--- src/rtl/cfg_byte_streamer.sv ---
module cfg_byte_streamer #(
  parameter int AW      = 8,
  parameter int XW      = 4,
  parameter int POR_CYC = 4,
  parameter int RC_CYC  = 5
) (
  input  logic          clk,
  input  logic          rst_n,
  input  logic          en_i,
  input  logic [AW-1:0] image_last,
  input  logic [XW-1:0] extra_clks,
  input  logic          reconf_req,
  output logic          mem_rd,
  output logic [AW-1:0] mem_addr,
  input  logic [7:0]    mem_rdata,
  output logic          dclk,
  output logic [7:0]    data_out,
  output logic          data_oe,
  input  logic          stat_in,
  output logic          stat_drive_low,
  input  logic          done_in,
  output logic          reconf_drive_low,
  output logic          err_flag
);
  localparam int CW = 8;

  typedef enum logic [3:0] {
    S_POR, S_WAIT, S_PRIME, S_LOAD, S_RUN, S_TAIL, S_DONE, S_FAIL, S_RECONF
  } state_t;

  state_t        st;
  logic [CW-1:0] cnt;
  logic [AW-1:0] addr;
  logic [7:0]    data_q;
  logic          dclk_q;
  logic          err;

  wire at_end = (addr == image_last);

  always_ff @(posedge clk or negedge rst_n) begin
    if (!rst_n) begin
      st     <= S_POR;
      cnt    <= CW'(POR_CYC - 1);
      addr   <= '0;
      data_q <= '0;
      dclk_q <= 1'b0;
      err    <= 1'b0;
    end else if (!en_i) begin
      st     <= S_POR;
      cnt    <= CW'(POR_CYC - 1);
      addr   <= '0;
      data_q <= '0;
      dclk_q <= 1'b0;
      err    <= 1'b0;
    end else begin
      case (st)
        S_POR: begin
          if (cnt == '0) st <= S_WAIT;
          else cnt <= cnt - 1'b1;
        end
        S_WAIT: begin
          dclk_q <= 1'b0;
          if (reconf_req) begin
            st  <= S_RECONF;
            cnt <= CW'(RC_CYC - 1);
            err <= 1'b0;
          end else if (stat_in) begin
            st <= S_PRIME;
          end
        end
        S_PRIME: begin
          addr <= '0;
          st   <= S_LOAD;
        end
        S_LOAD: begin
          data_q <= mem_rdata;
          dclk_q <= 1'b0;
          st     <= S_RUN;
        end
        S_RUN: begin
          if (!stat_in) begin
            dclk_q <= 1'b0;
            err    <= 1'b1;
            st     <= S_WAIT;
          end else if (!dclk_q) begin
            dclk_q <= 1'b1;
          end else begin
            dclk_q <= 1'b0;
            if (done_in) begin
              st  <= S_TAIL;
              cnt <= CW'(extra_clks);
            end else if (at_end) begin
              err <= 1'b1;
              st  <= S_FAIL;
            end else begin
              addr   <= addr + 1'b1;
              data_q <= mem_rdata;
            end
          end
        end
        S_TAIL: begin
          if (!stat_in) begin
            dclk_q <= 1'b0;
            err    <= 1'b1;
            st     <= S_WAIT;
          end else if (dclk_q) begin
            dclk_q <= 1'b0;
          end else if (cnt == '0) begin
            st <= S_DONE;
          end else begin
            dclk_q <= 1'b1;
            cnt    <= cnt - 1'b1;
          end
        end
        S_DONE, S_FAIL: begin
          if (reconf_req) begin
            st  <= S_RECONF;
            cnt <= CW'(RC_CYC - 1);
            err <= 1'b0;
          end
        end
        S_RECONF: begin
          if (cnt == '0) st <= S_WAIT;
          else cnt <= cnt - 1'b1;
        end
        default: st <= S_POR;
      endcase
    end
  end

  assign dclk             = dclk_q;
  assign data_out         = data_q;
  assign data_oe          = (st == S_RUN) || (st == S_TAIL);
  assign stat_drive_low   = (st == S_POR) || (st == S_FAIL);
  assign reconf_drive_low = (st == S_RECONF);
  assign err_flag         = err;
  assign mem_rd           = (st == S_PRIME) ||
                            (st == S_RUN && !dclk_q && stat_in && !at_end);
  assign mem_addr         = (st == S_PRIME) ? '0 : addr + 1'b1;

  p_bus_hold_r4: assert property (@(posedge clk) disable iff (!rst_n)
    dclk |-> $stable(data_out));

  p_clk_parked_r4: assert property (@(posedge clk) disable iff (!rst_n)
    !data_oe |-> !dclk);

  p_abort_r5: assert property (@(posedge clk) disable iff (!rst_n)
    (data_oe && !stat_in && en_i) |=> (!dclk && !data_oe && err_flag));

  p_end_fail_r7: assert property (@(posedge clk) disable iff (!rst_n)
    (st == S_RUN && dclk && at_end && !done_in && stat_in && en_i)
      |=> (stat_drive_low && err_flag && !dclk));

  p_reconf_r8: assert property (@(posedge clk) disable iff (!rst_n)
    (st == S_DONE && reconf_req && en_i) |=> (reconf_drive_low && !err_flag));

  p_oe_reset_r9: assert property (@(posedge clk) disable iff (!rst_n)
    !en_i |=> (stat_drive_low && !data_oe && !err_flag && !dclk));

  p_read_spacing_r3: assert property (@(posedge clk) disable iff (!rst_n)
    mem_rd |=> !mem_rd);
endmodule

--- config.mk ---
export PLATFORM = sky130hd
export DESIGN_NAME = cfg_byte_streamer
export DESIGN_NICKNAME = d
export VERILOG_FILES = /design/src/rtl/cfg_byte_streamer.sv
export SDC_FILE = /design/constraint.sdc
export NUM_CORES = 1
export LEC_CHECK = 0
export ABC_AREA = 1
export BUFFER_PORTS_ARGS = -buffer_cell sky130_fd_sc_hd__buf_2
export CAP_MARGIN = 20
export CORE_MARGIN = 2
export CORE_UTILIZATION = 59
export DETAILED_ROUTE_END_ITERATION = 8
export PLACE_DENSITY = 0.85
export SKIP_LAST_GASP = 1
export SYNTH_ARGS = -nofsm -noshare
export SYNTH_HDL_FRONTEND = slang
export SYNTH_SLANG_ARGS = --single-unit
--- constraint.sdc ---
create_clock -name clk -period 3 [get_ports clk]
set_input_delay 0.3 -clock clk [delete_from_list [all_inputs] [get_ports clk]]
set_output_delay 0.3 -clock clk [all_outputs]
set_load 0.05 [all_outputs]
==> run_results.csv, run 1 <==
group,metric,value,unit
power,switching_share,42.7,%
clocking,cts_tree,"done",
setup_path,end_kind,"output port",
setup_path,worstReg2RegStart,"st[1]$_DFFE_PN0P_",
global_route,grt_overflow,0,
logic_synthesis,synth_compound_area_share,3.90,%
placed_design,hpwl,3.79,mm
logic_synthesis,ys_warn_count,0,
global_route,grt_max_degree,31,
timing,fmax,473,MHz
logic_synthesis,synth_area_leaders,"dfrtp_1 31%, nand2_1 25%, nor2_1 7.7%, nand3_1 7.1%, inv_1 7.0%",
setup_path,crit_type,"flip-flop to output port",
die,coreArea,3660,sq um
clocking,numCtsBuffers,5,
logic_synthesis,ys_seq_area_share,33.5,%
timing,setup-tns-final,0,ps
logic_synthesis,yosysUniqueCellTypes,28,
setup_path,worst-r2r-setup-slack,1130,ps
placed_design,gp_congestion,0.919,
logic_synthesis,ys.flop_type,"dfrtp_1",
timing,finalCriticalPeriod,2120,ps
die,fp-row-count,22,
logic_synthesis,yosys.area_share.simple,48.1,%
layout,final_cells,461,
global_route,grt_pass1_wl,9.03,mm
clocking,path_clk_slew,70,ps
die,dieArea,4320,sq um
route,drt_iter0_drc,183,
logic_synthesis,synth_edf_count,0,
clocking,cts_hold_buf,0,
route,via_per_inst,5.11,
logic_synthesis,yosysTopAreaCell,"dfrtp_1",
route,drc,0,
route,routedWlPerCell,11.4,microns
timing,setup_ws,884,ps
clocking,clock_latency,290,ps
timing,slew_headroom,53.7,%
timing,rsz0062_at_grt,"no",
power,switchingPower,818,uW
logic_synthesis,postSynthAreaPerCell,6.17,sq um
layout,multi_input_area,1290,sq um
layout,fin_nets,441,
placed_design,io_buffers,47,
logic_synthesis,synth-adder-area-share,1.67,%
logic_synthesis,ys_top_cells_by_count,"152 x nand2_1, 46 x nor2_1, 42 x inv_1",
power,leakage,1.59,nW
power,peakVddDrop,0.577,mV
logic_synthesis,synth_cells,364,
layout,fin_area,2660,sq um
setup_path,crit_fanout,6,
die,start_util,61.3,%
logic_synthesis,muxShareOfSynthArea,0,%
logic_synthesis,synth_seq_cells,30,
die,die_w,65.7,microns
route,first_pass_iters,5,
timing,worst_pin_slew,694,ps
power,total_power,1.92,mW
logic_synthesis,synth_top_area_share,31.2,%
layout,n_antenna_cell,0,
route,vias,2356,
layout,fill_cells,336,
clocking,cts-htree-levels,2,
route,wl,5.26,mm
logic_synthesis,synthesis.nets,393,
setup_path,start_kind,"flip-flop",
global_route,grt_pass1_vias,2099,
logic_synthesis,synth.most_common_cell,"nand2_1",
power,power.density,721,nW/um^2
placed_design,placedInstanceArea,2510,sq um
timing,timing.final.hold_violations,0,
flow_run,max-cap-violations,0,
logic_synthesis,synth.cell_area,2250,sq um
route,ant_nets,0,
die,ios,48,
clocking,cts_resized,0,
hold_path,hp-class,"primary input to async pin",
timing,drv_slew,0,
timing,clock_skew,3.32,ps
clocking,cts-root-buf,"clkbuf_8",
placed_design,pre_cts_ws,1200,ps
timing,finalCritPeriodShare,70.5,%
clocking,cts.sinks,30,
power,power_frac_clock,27.4,%
global_route,grt_use_total,27.0,%
logic_synthesis,synth_top_family_by_area,"simple AND/OR/NAND/NOR gates",
power,pwr-share-seq,29.2,%
logic_synthesis,synthArstFlopShare,100,%
layout,drive_gt1_share,18.6,%
power,combPwrFrac,43.4,%
die,die_h,65.7,microns
timing,setup_viol,0,
power,internal_power,1.10,mW
setup_path,crit_arrival,1820,ps
setup_path,r2r_end,"cnt[4]$_DFFE_PN0P_",
setup_path,crit_start,"addr[2]$_DFFE_PN0P_",
placed_design,placedCellCount,453,
setup_path,crit_required,2700,ps
setup_path,crit_end,"mem_addr[7]",
logic_synthesis,synth_xor_area_share,3.90,%
clocking,cts_setup_buffers,0,
setup_path,r2r_cells,8,
global_route,antenna_found_initial,0,
layout,regArea,753,sq um
layout,area_growth,18.3,%
outcome,run_status,"complete, no violations",
clocking,cts.path.max_buffers,2,
kinds of logic after synthesis:
group	count (synthesis)
simple gates	253
compound gates	16
xor+xnor	10
fa+ha+maj	3
flops	30
buf+inv	52
per-layer routing:
metal  GRT usage, %  vias up  part of all wire [%]
li1               -     1218                     -
met1           33.9     1043                    44
met2           47.0       87                    48
met3           5.14        8                   6.7
met4           7.55        0                   1.2
met5              0        -                     0
metrics by stage:
step / utilization, % / hold slack, ps
floorplan: - / 4.41
global placement: 68.7 / 377
detailed placement: 68.7 / 382
CTS: 72.6 / 71.1
global route: 72.6 / 113
finish: 72.6 / 48.3
critical path: stages, from the launching register on:
cell,delay (ps)
dfrtp_1,440
nand3_1,140
nor2_1,180
nand3_1,140
o21ai_0,190
nand2_1,90
nor2_1,90
buf_2,270
worst min path at each step:
stage               start                 endpoint  slack, ps  cells after the start
floorplan           rst_n      addr[0]$_DFFE_PN0P_          4                      0
global placement    rst_n      addr[2]$_DFFE_PN0P_        380                      1
detailed placement  rst_n      addr[2]$_DFFE_PN0P_        380                      1
CTS                 rst_n         dclk$_DFFE_PN0P_         70                      1
global route        rst_n  data_out[2]$_DFFE_PN0P_        110                      1
finish              rst_n      addr[2]$_DFFE_PN0P_         50                      1
power groups by stage:
stage               clock network [mW]  registers [mW]  logic (mW)
finish                           0.526           0.559       0.831
global route                     0.542           0.568       0.937
CTS                              0.527           0.558       0.825
detailed placement                   0           0.565       0.817
global placement                     0           0.563       0.803
floorplan                            0           0.624       0.586
area by class of cell:
| cell class | instances | share of cell area (%) |
|---|---|---|
| clock buffers | 6 | 3.11 |
| clock inverters | 2 | 2.26 |
| inverters | 46 | 6.50 |
| multi-input cells | 282 | 48.7 |
| flip-flops and latches | 30 | 28.4 |
| well taps | 48 | 2.26 |
| repair buffers | 47 | 8.86 |
flip-flops by register name, indices dropped and copies added (netlist names):
signal / count
addr: 8
cnt: 8
data_out: 8
st: 4
dclk: 1
err_flag: 1
layout by cell type (no fill, tap or decap), types with 3 or more instances in the layout:
cell        n
nand2_1   152
buf_2      47
nor2_1     46
inv_1      42
nand3_1    32
dfrtp_1    28
a21oi_1     6
clkbuf_8    6
xor2_1      5
nor2_2      5
xnor2_1     5
o21ai_0     5
nand4_1     4
inv_2       4
nor2_4      3
ha_1        3
No activity file was read; power rests on OpenSTA's default activity.
==> inputs of run 2 (changes only) <==
- ABC_AREA: 1 -> 0
- CORE_UTILIZATION: 59 -> 49
- PLACE_DENSITY: 0.85 -> 0.76
- clock period: 3 -> 1.7 ns (I/O delays scaled with it)
==> run 2 against run 1 <==
  * The flow now finishes with violations (setup timing)
  * Sequential power grew 74%
  * Die area increased by 13%
  * Design area is 45% higher
  * Area after synthesis shrank 5.0%
  * Utilization rose by 22 points
  * Total power increased to 2.6 times the previous value
  * Routed wire length increased by 130%
  * Critical path depth up 1
  * Worst hold slack better by 35 ps
  * Non-clock buffer count rose by 97
  * Final cell count down 4.8%
  * Critical endpoint is now mem_addr[5]
  * Highest routed layer unchanged
==> run_results.csv, run 2 <==
group,metric,value,unit
layout,final_cells,439,
clocking,cts_tree,"done",
clocking,cts.sinks,30,
layout,fin_area,3850,sq um
logic_synthesis,synthesis.nets,275,
layout,layout_common_cells,"71 x buf_4, 35 x buf_2, 33 x buf_6",
power,power.density,1280,nW/um^2
timing,setup_viol,41,
logic_synthesis,synthArstFlopShare,100,%
route,ant_nets,0,
timing,finalCriticalPeriod,2160,ps
route,via_per_inst,7.08,
placed_design,gp_congestion,0.923,
global_route,grt_pass1_vias,2722,
clocking,path_clk_slew,80,ps
logic_synthesis,ys_warn_count,0,
clocking,cts.path.max_buffers,2,
die,start_util,52.2,%
die,die_w,70.0,microns
timing,fmax,464,MHz
route,wl,11.9,mm
layout,final_common_cell,"buf_4",
placed_design,placedInstanceArea,2920,sq um
logic_synthesis,synth.most_common_cell,"nor2_1",
global_route,antenna_found_initial,0,
clocking,clock_latency,300,ps
die,ios,48,
setup_path,crit_required,1530,ps
hold_path,hp-class,"primary input to flip-flop",
route,vias,3109,
power,leakage,1.79,nW
timing,rsz0062_at_grt,"yes",
logic_synthesis,synth_area_leaders,"dfrtp_1 33%, nor2_1 5.3%, o21ai_0 4.9%, nand2_1 4.8%, xor2_1 4.5%",
placed_design,hpwl,4.52,mm
layout,n_antenna_cell,0,
route,routedWlPerCell,27.1,microns
logic_synthesis,ys_top_cells_by_count,"30 x nor2_1, 28 x dfrtp_1, 27 x nand2_1",
layout,drive_gt1_share,60.2,%
global_route,grt_pass1_wl,13.4,mm
logic_synthesis,ys.flop_type,"dfrtp_1",
die,coreArea,4090,sq um
global_route,grt_overflow,0,
placed_design,io_buffers,47,
power,switching_share,46.9,%
setup_path,crit_fanout,5,
power,power_frac_clock,13.6,%
die,fp-row-count,23,
timing,worst_pin_slew,746,ps
logic_synthesis,synth_cells,246,
placed_design,placedCellCount,399,
timing,finalCritPeriodShare,127,%
setup_path,crit_arrival,1990,ps
logic_synthesis,yosysUniqueCellTypes,56,
clocking,cts-root-buf,"clkbuf_8",
hold_path,whs_path_depth,2,
die,die_h,70.0,microns
global_route,grt_use_total,34.5,%
timing,hold_ws,82.8,ps
outcome,violations,"setup timing",
timing,drv_slew,0,
placed_design,pre_cts_ws,-217,ps
flow_run,max-cap-violations,0,
setup_path,start_kind,"flip-flop",
logic_synthesis,synth_top_area_share,32.8,%
route,drt_iter0_drc,562,
clocking,cts-htree-levels,2,
logic_synthesis,ys_seq_area_share,35.3,%
layout,regArea,758,sq um
power,internal_power,2.62,mW
die,dieArea,4900,sq um
setup_path,r2r_cells,8,
timing,timing.final.hold_violations,0,
route,drc,0,
power,peakVddDrop,0.594,mV
timing,clock_skew,5.31,ps
logic_synthesis,yosysTopAreaCell,"dfrtp_1",
route,first_pass_iters,6,
timing,slew_headroom,50.3,%
timing,setup_ws,-457,ps
layout,multi_input_area,1750,sq um
layout,fill_cells,107,
global_route,grt_max_degree,31,
power,combPwrFrac,66.7,%
logic_synthesis,postSynthAreaPerCell,8.67,sq um
power,switchingPower,2.31,mW
outcome,run_status,"finished with violations",
layout,area_growth,80.6,%
setup_path,end_kind,"output port",
logic_synthesis,synth_edf_count,0,
setup_path,crit_type,"flip-flop to output port",
layout,fin_nets,417,
clocking,numCtsBuffers,5,
logic_synthesis,synth.cell_area,2130,sq um
logic_synthesis,synth_seq_cells,30,
power,pwr-share-seq,19.7,%
layout,post-route-util,94.3,%
[run 2: cell count changes in the layout (fill, tap and decap cells not counted), sizes merged, moves of 7 or more]
cell,change
nand2,-128
buf,+96
inv,-39
nand3,-29
nor2,-24
o21ai,+15
a21oi,+12
a22o,+10
nor2b,+7
[run 2: kinds of logic (layout without fill, tap and decap cells)]
| logic type | count (synthesis) | after routing | synth area share, % |
|---|---|---|---|
| simple gates | 96 | 96 | 23.0 |
| compound gates | 82 | 82 | 27.9 |
| flops | 30 | 30 | 35.3 |
| xor+xnor | 16 | 16 | 6.57 |
| buf+inv | 16 | 159 | 3.93 |
| fa+ha+maj | 4 | 4 | 2.23 |
| mux | 2 | 2 | 0.997 |
[run 2: power groups by stage]
stage / Clock, mW / Combinational, mW / Sequential (mW)
global placement: 0 / 2.02 / 0.957
global route: 0.684 / 3.36 / 0.974
detailed placement: 0 / 2.05 / 0.959
floorplan: 0 / 1.23 / 1.00
CTS: 0.638 / 2.49 / 0.950
finish: 0.669 / 3.28 / 0.972
[run 2: through the flow]
stage / TNS [ps] / total power, mW
finish: -10530 / 4.92
global route: -12560 / 5.02
CTS: -3210 / 4.08
detailed placement: -4610 / 3.01
global placement: -4180 / 2.98
floorplan: -653 / 2.23
[run 2: layout make-up]
type	instances	area share, %
inverters	7	0.747
clock inverters	2	0.325
well taps	50	1.62
multi-input cells	200	45.4
repair buffers	144	30.1
flip-flops and latches	30	19.7
clock buffers	6	2.14
[run 2: timing repair]
| action | CTS | global route |
|---|---|---|
| pin swaps | 47 | 30 |
| setup endpoints to repair | 38 | 41 |
| hold endpoints to repair | 28 | 0 |
| gates resized for setup | 81 | 70 |
| hold buffers | 1 | 0 |
| setup buffers | 16 | 18 |
[run 2: metal layers]
layer	wire [microns]	track usage, %
met4	1150	17.3
met1	4020	40.8
met5	0	0
met2	5160	59.0
met3	1590	7.07
[run 2: worst paths after layout]
kind | from | to | slack, ps
max | addr[0]$_DFFE_PN0P_ | mem_addr[5] | -460
min | mem_rdata[5] | data_out[5]$_DFFE_PN0P_ | 80
max reg2reg | addr[2]$_DFFE_PN0P_ | addr[0]$_DFFE_PN0P_ | -370
min reg2reg | data_out[6]$_DFFE_PN0P_ | data_out[6]$_DFFE_PN0P_ | 530
max in group asynchronous | rst_n | dclk$_DFFE_PN0P_ | 670
min in group asynchronous | rst_n | addr[6]$_DFFE_PN0P_ | 500
[run 2: worst max-delay path, cell delays in order, from the launching register on]
cell and delay, ps:
dfrtp_1 380, buf_4 120, buf_6 130, and3_4 210
nand3_4 110, buf_6 140, xor2_1 150, nor2_1 240
buf_6 200
==> inputs of run 3 (changes only) <==
- clock period: 1.7 -> 1.75 ns (I/O delays scaled with it)
==> run 3 against run 2 <==
  * The run still ends with setup timing left
  * Sequential power down 2.6%
  * Total power shrank 14%
  * Setup slack improved by 77 ps
  * Sequential share of layout area rose by 2.0 points
  * Final cell count shrank 2.7%
  * Register-to-register slack about the same
  * Non-clock buffer count fell by 12
  * Via count shrank 15%
  * Clock skew rose by 3.0 ps
  * Combinational power fell by 19%
  * Die area is the same
  * Routed wire length shrank 26%
  * Largest power group unchanged
  * Highest routed layer unchanged
==> run_results.csv, run 3 (synthesis results as in run 2) <==
group,metric,value,unit
outcome,run_status,"finished with violations",
outcome,violations,"setup timing",
clocking,cts.sinks,30,
clocking,cts-root-buf,"clkbuf_8",
global_route,grt_overflow,0,
timing,drv_slew,0,
setup_path,crit_arrival,2280,ps
layout,post-route-util,85.6,%
layout,fin_nets,405,
setup_path,cp_cell_sequence,"buf_4 -> inv_4 -> or3_4 -> nor3_4 -> buf_4 -> nand2_1 -> o31ai_1",
route,drc,0,
timing,worst_pin_slew,723,ps
placed_design,gp_congestion,0.933,
route,wl,8.79,mm
route,vias,2630,
clocking,cts_tree,"done",
die,die_h,70.0,microns
setup_path,cp_num_buf_inv,3,
setup_path,crit_required,1910,ps
power,power_frac_clock,14.9,%
clocking,numCtsBuffers,5,
die,dieArea,4900,sq um
power,internal_power,2.33,mW
timing,finalCritPeriodShare,122,%
clocking,cts.path.max_buffers,2,
setup_path,cpMaxStageDelayCell,"dfrtp_2",
global_route,antenna_found_initial,0,
die,start_util,52.2,%
power,leakage,1.69,nW
power,total_power,4.23,mW
hold_path,hp-class,"primary input to flip-flop",
power,power.density,1210,nW/um^2
route,ant_nets,0,
layout,area_growth,64.0,%
power,switchingPower,1.90,mW
timing,clock_skew,8.29,ps
clocking,clock_latency,300,ps
die,die_w,70.0,microns
layout,drive_gt1_share,54.1,%
route,drt_iter0_drc,266,
global_route,grt_pass1_vias,2517,
power,switching_share,44.9,%
route,routedWlPerCell,20.6,microns
timing,setup_viol,41,
layout,layout_common_cells,"72 x buf_4, 39 x buf_2, 24 x nand2_1, 24 x dfrtp_1, 23 x nor2_1",
power,pwr-share-seq,22.4,%
setup_path,cpLargestDelayFamily,"simple AND/OR/NAND/NOR gates",
setup_path,max_stage_delay,440,ps
clocking,path_clk_slew,70,ps
hold_path,whs_path_depth,2,
placed_design,hpwl,4.65,mm
flow_run,max-cap-violations,0,
power,peakVddDrop,0.660,mV
route,first_pass_iters,5,
layout,n_antenna_cell,0,
setup_path,end_kind,"flip-flop",
timing,rsz0062_at_grt,"yes",
layout,final_common_cell,"buf_4",
timing,slew_headroom,51.8,%
timing,fmax,470,MHz
timing,finalCriticalPeriod,2130,ps
placed_design,pre_cts_ws,-173,ps
die,coreArea,4090,sq um
route,via_per_inst,6.16,
setup_path,r2r_cells,7,
power,combPwrFrac,62.8,%
die,fp-row-count,23,
clocking,cts-htree-levels,2,
global_route,grt_use_total,30.4,%
setup_path,crit_fanout,7,
layout,fill_cells,188,
setup_path,crit_type,"flip-flop to flip-flop",
timing,setup_ws,-379,ps
global_route,grt_pass1_wl,11.9,mm
global_route,grt_max_degree,31,
setup_path,crit_cells,7,
timing,timing.final.hold_violations,0,
setup_path,crit_path_frequent_cell,"buf_4",
die,ios,48,
setup_path,start_kind,"flip-flop",
placed_design,io_buffers,47,
## run 3: cell types whose count changed in the layout (fill, tap and decap cells not counted), sizes merged
cell	before	now
clkbuf	6	8
buf	143	129
## run 3: final cells by class
cell class / count / area [sq um] / share of cell area (%)
Clock buffer: 6 / 82.6 / 2.36
Clock inverter: 2 / 12.5 / 0.358
Inverter: 7 / 28.8 / 0.822
Multi-Input combinational cell: 200 / 1580 / 45.0
Sequential cell: 30 / 758 / 21.7
Tap cell: 50 / 62.6 / 1.79
Timing Repair Buffer: 132 / 980 / 28.0
## run 3: layer usage
metal  share of wire (%)  routed length [microns]  up-vias  global-route usage, %
met5                   0                        0        -                      0
met4                 4.6                      402        0                   14.5
met3                 8.1                      710       48                   6.93
met2                  49                     4300      192                   51.2
met1                  38                     3380     1248                   36.7
li1                    -                        -     1142                      -
## run 3: path summary, 6_finish.rpt
path / startpoint / end / slack [ps]
max: st[2]$_DFFE_PN0P_ / addr[5]$_DFFE_PN0P_ / -380
min: mem_rdata[2] / data_out[2]$_DFFE_PN0P_ / 90
max reg2reg: st[2]$_DFFE_PN0P_ / addr[5]$_DFFE_PN0P_ / -380
min reg2reg: data_out[2]$_DFFE_PN0P_ / data_out[2]$_DFFE_PN0P_ / 510
max in group asynchronous: rst_n / dclk$_DFFE_PN0P_ / 780
min in group asynchronous: rst_n / addr[3]$_DFFE_PN0P_ / 460
## run 3: power by group through the flow
stage          clock (mW)  combinational, mW  sequential, mW
2_1_floorplan           0               1.19           0.976
3_3_place_gp            0               1.95           0.930
3_5_place_dp            0               1.99           0.936
4_1_cts             0.601               2.33           0.925
5_1_grt             0.663               2.80           0.957
6_report            0.629               2.66           0.947
## run 3: through the flow
stage               std cells  TNS [ps]  area [sq um]  hold slack [ps]
floorplan                 246      -566          2180             -121
global placement          398     -2490          2900              248
detailed placement        398     -3610          2900              246
CTS                       418     -3000          3230             96.8
global route              427     -8480          3500             82.7
finish                    427     -5920          3500             91.9
## run 3: what timing repair did
action                     CTS  global route
setup buffers               12             9
hold buffers                 1             0
hold endpoints to repair    28             0
resized for setup           44            51
setup endpoints to repair   36            41
gates cloned                 0             0
pin swaps                   15            19
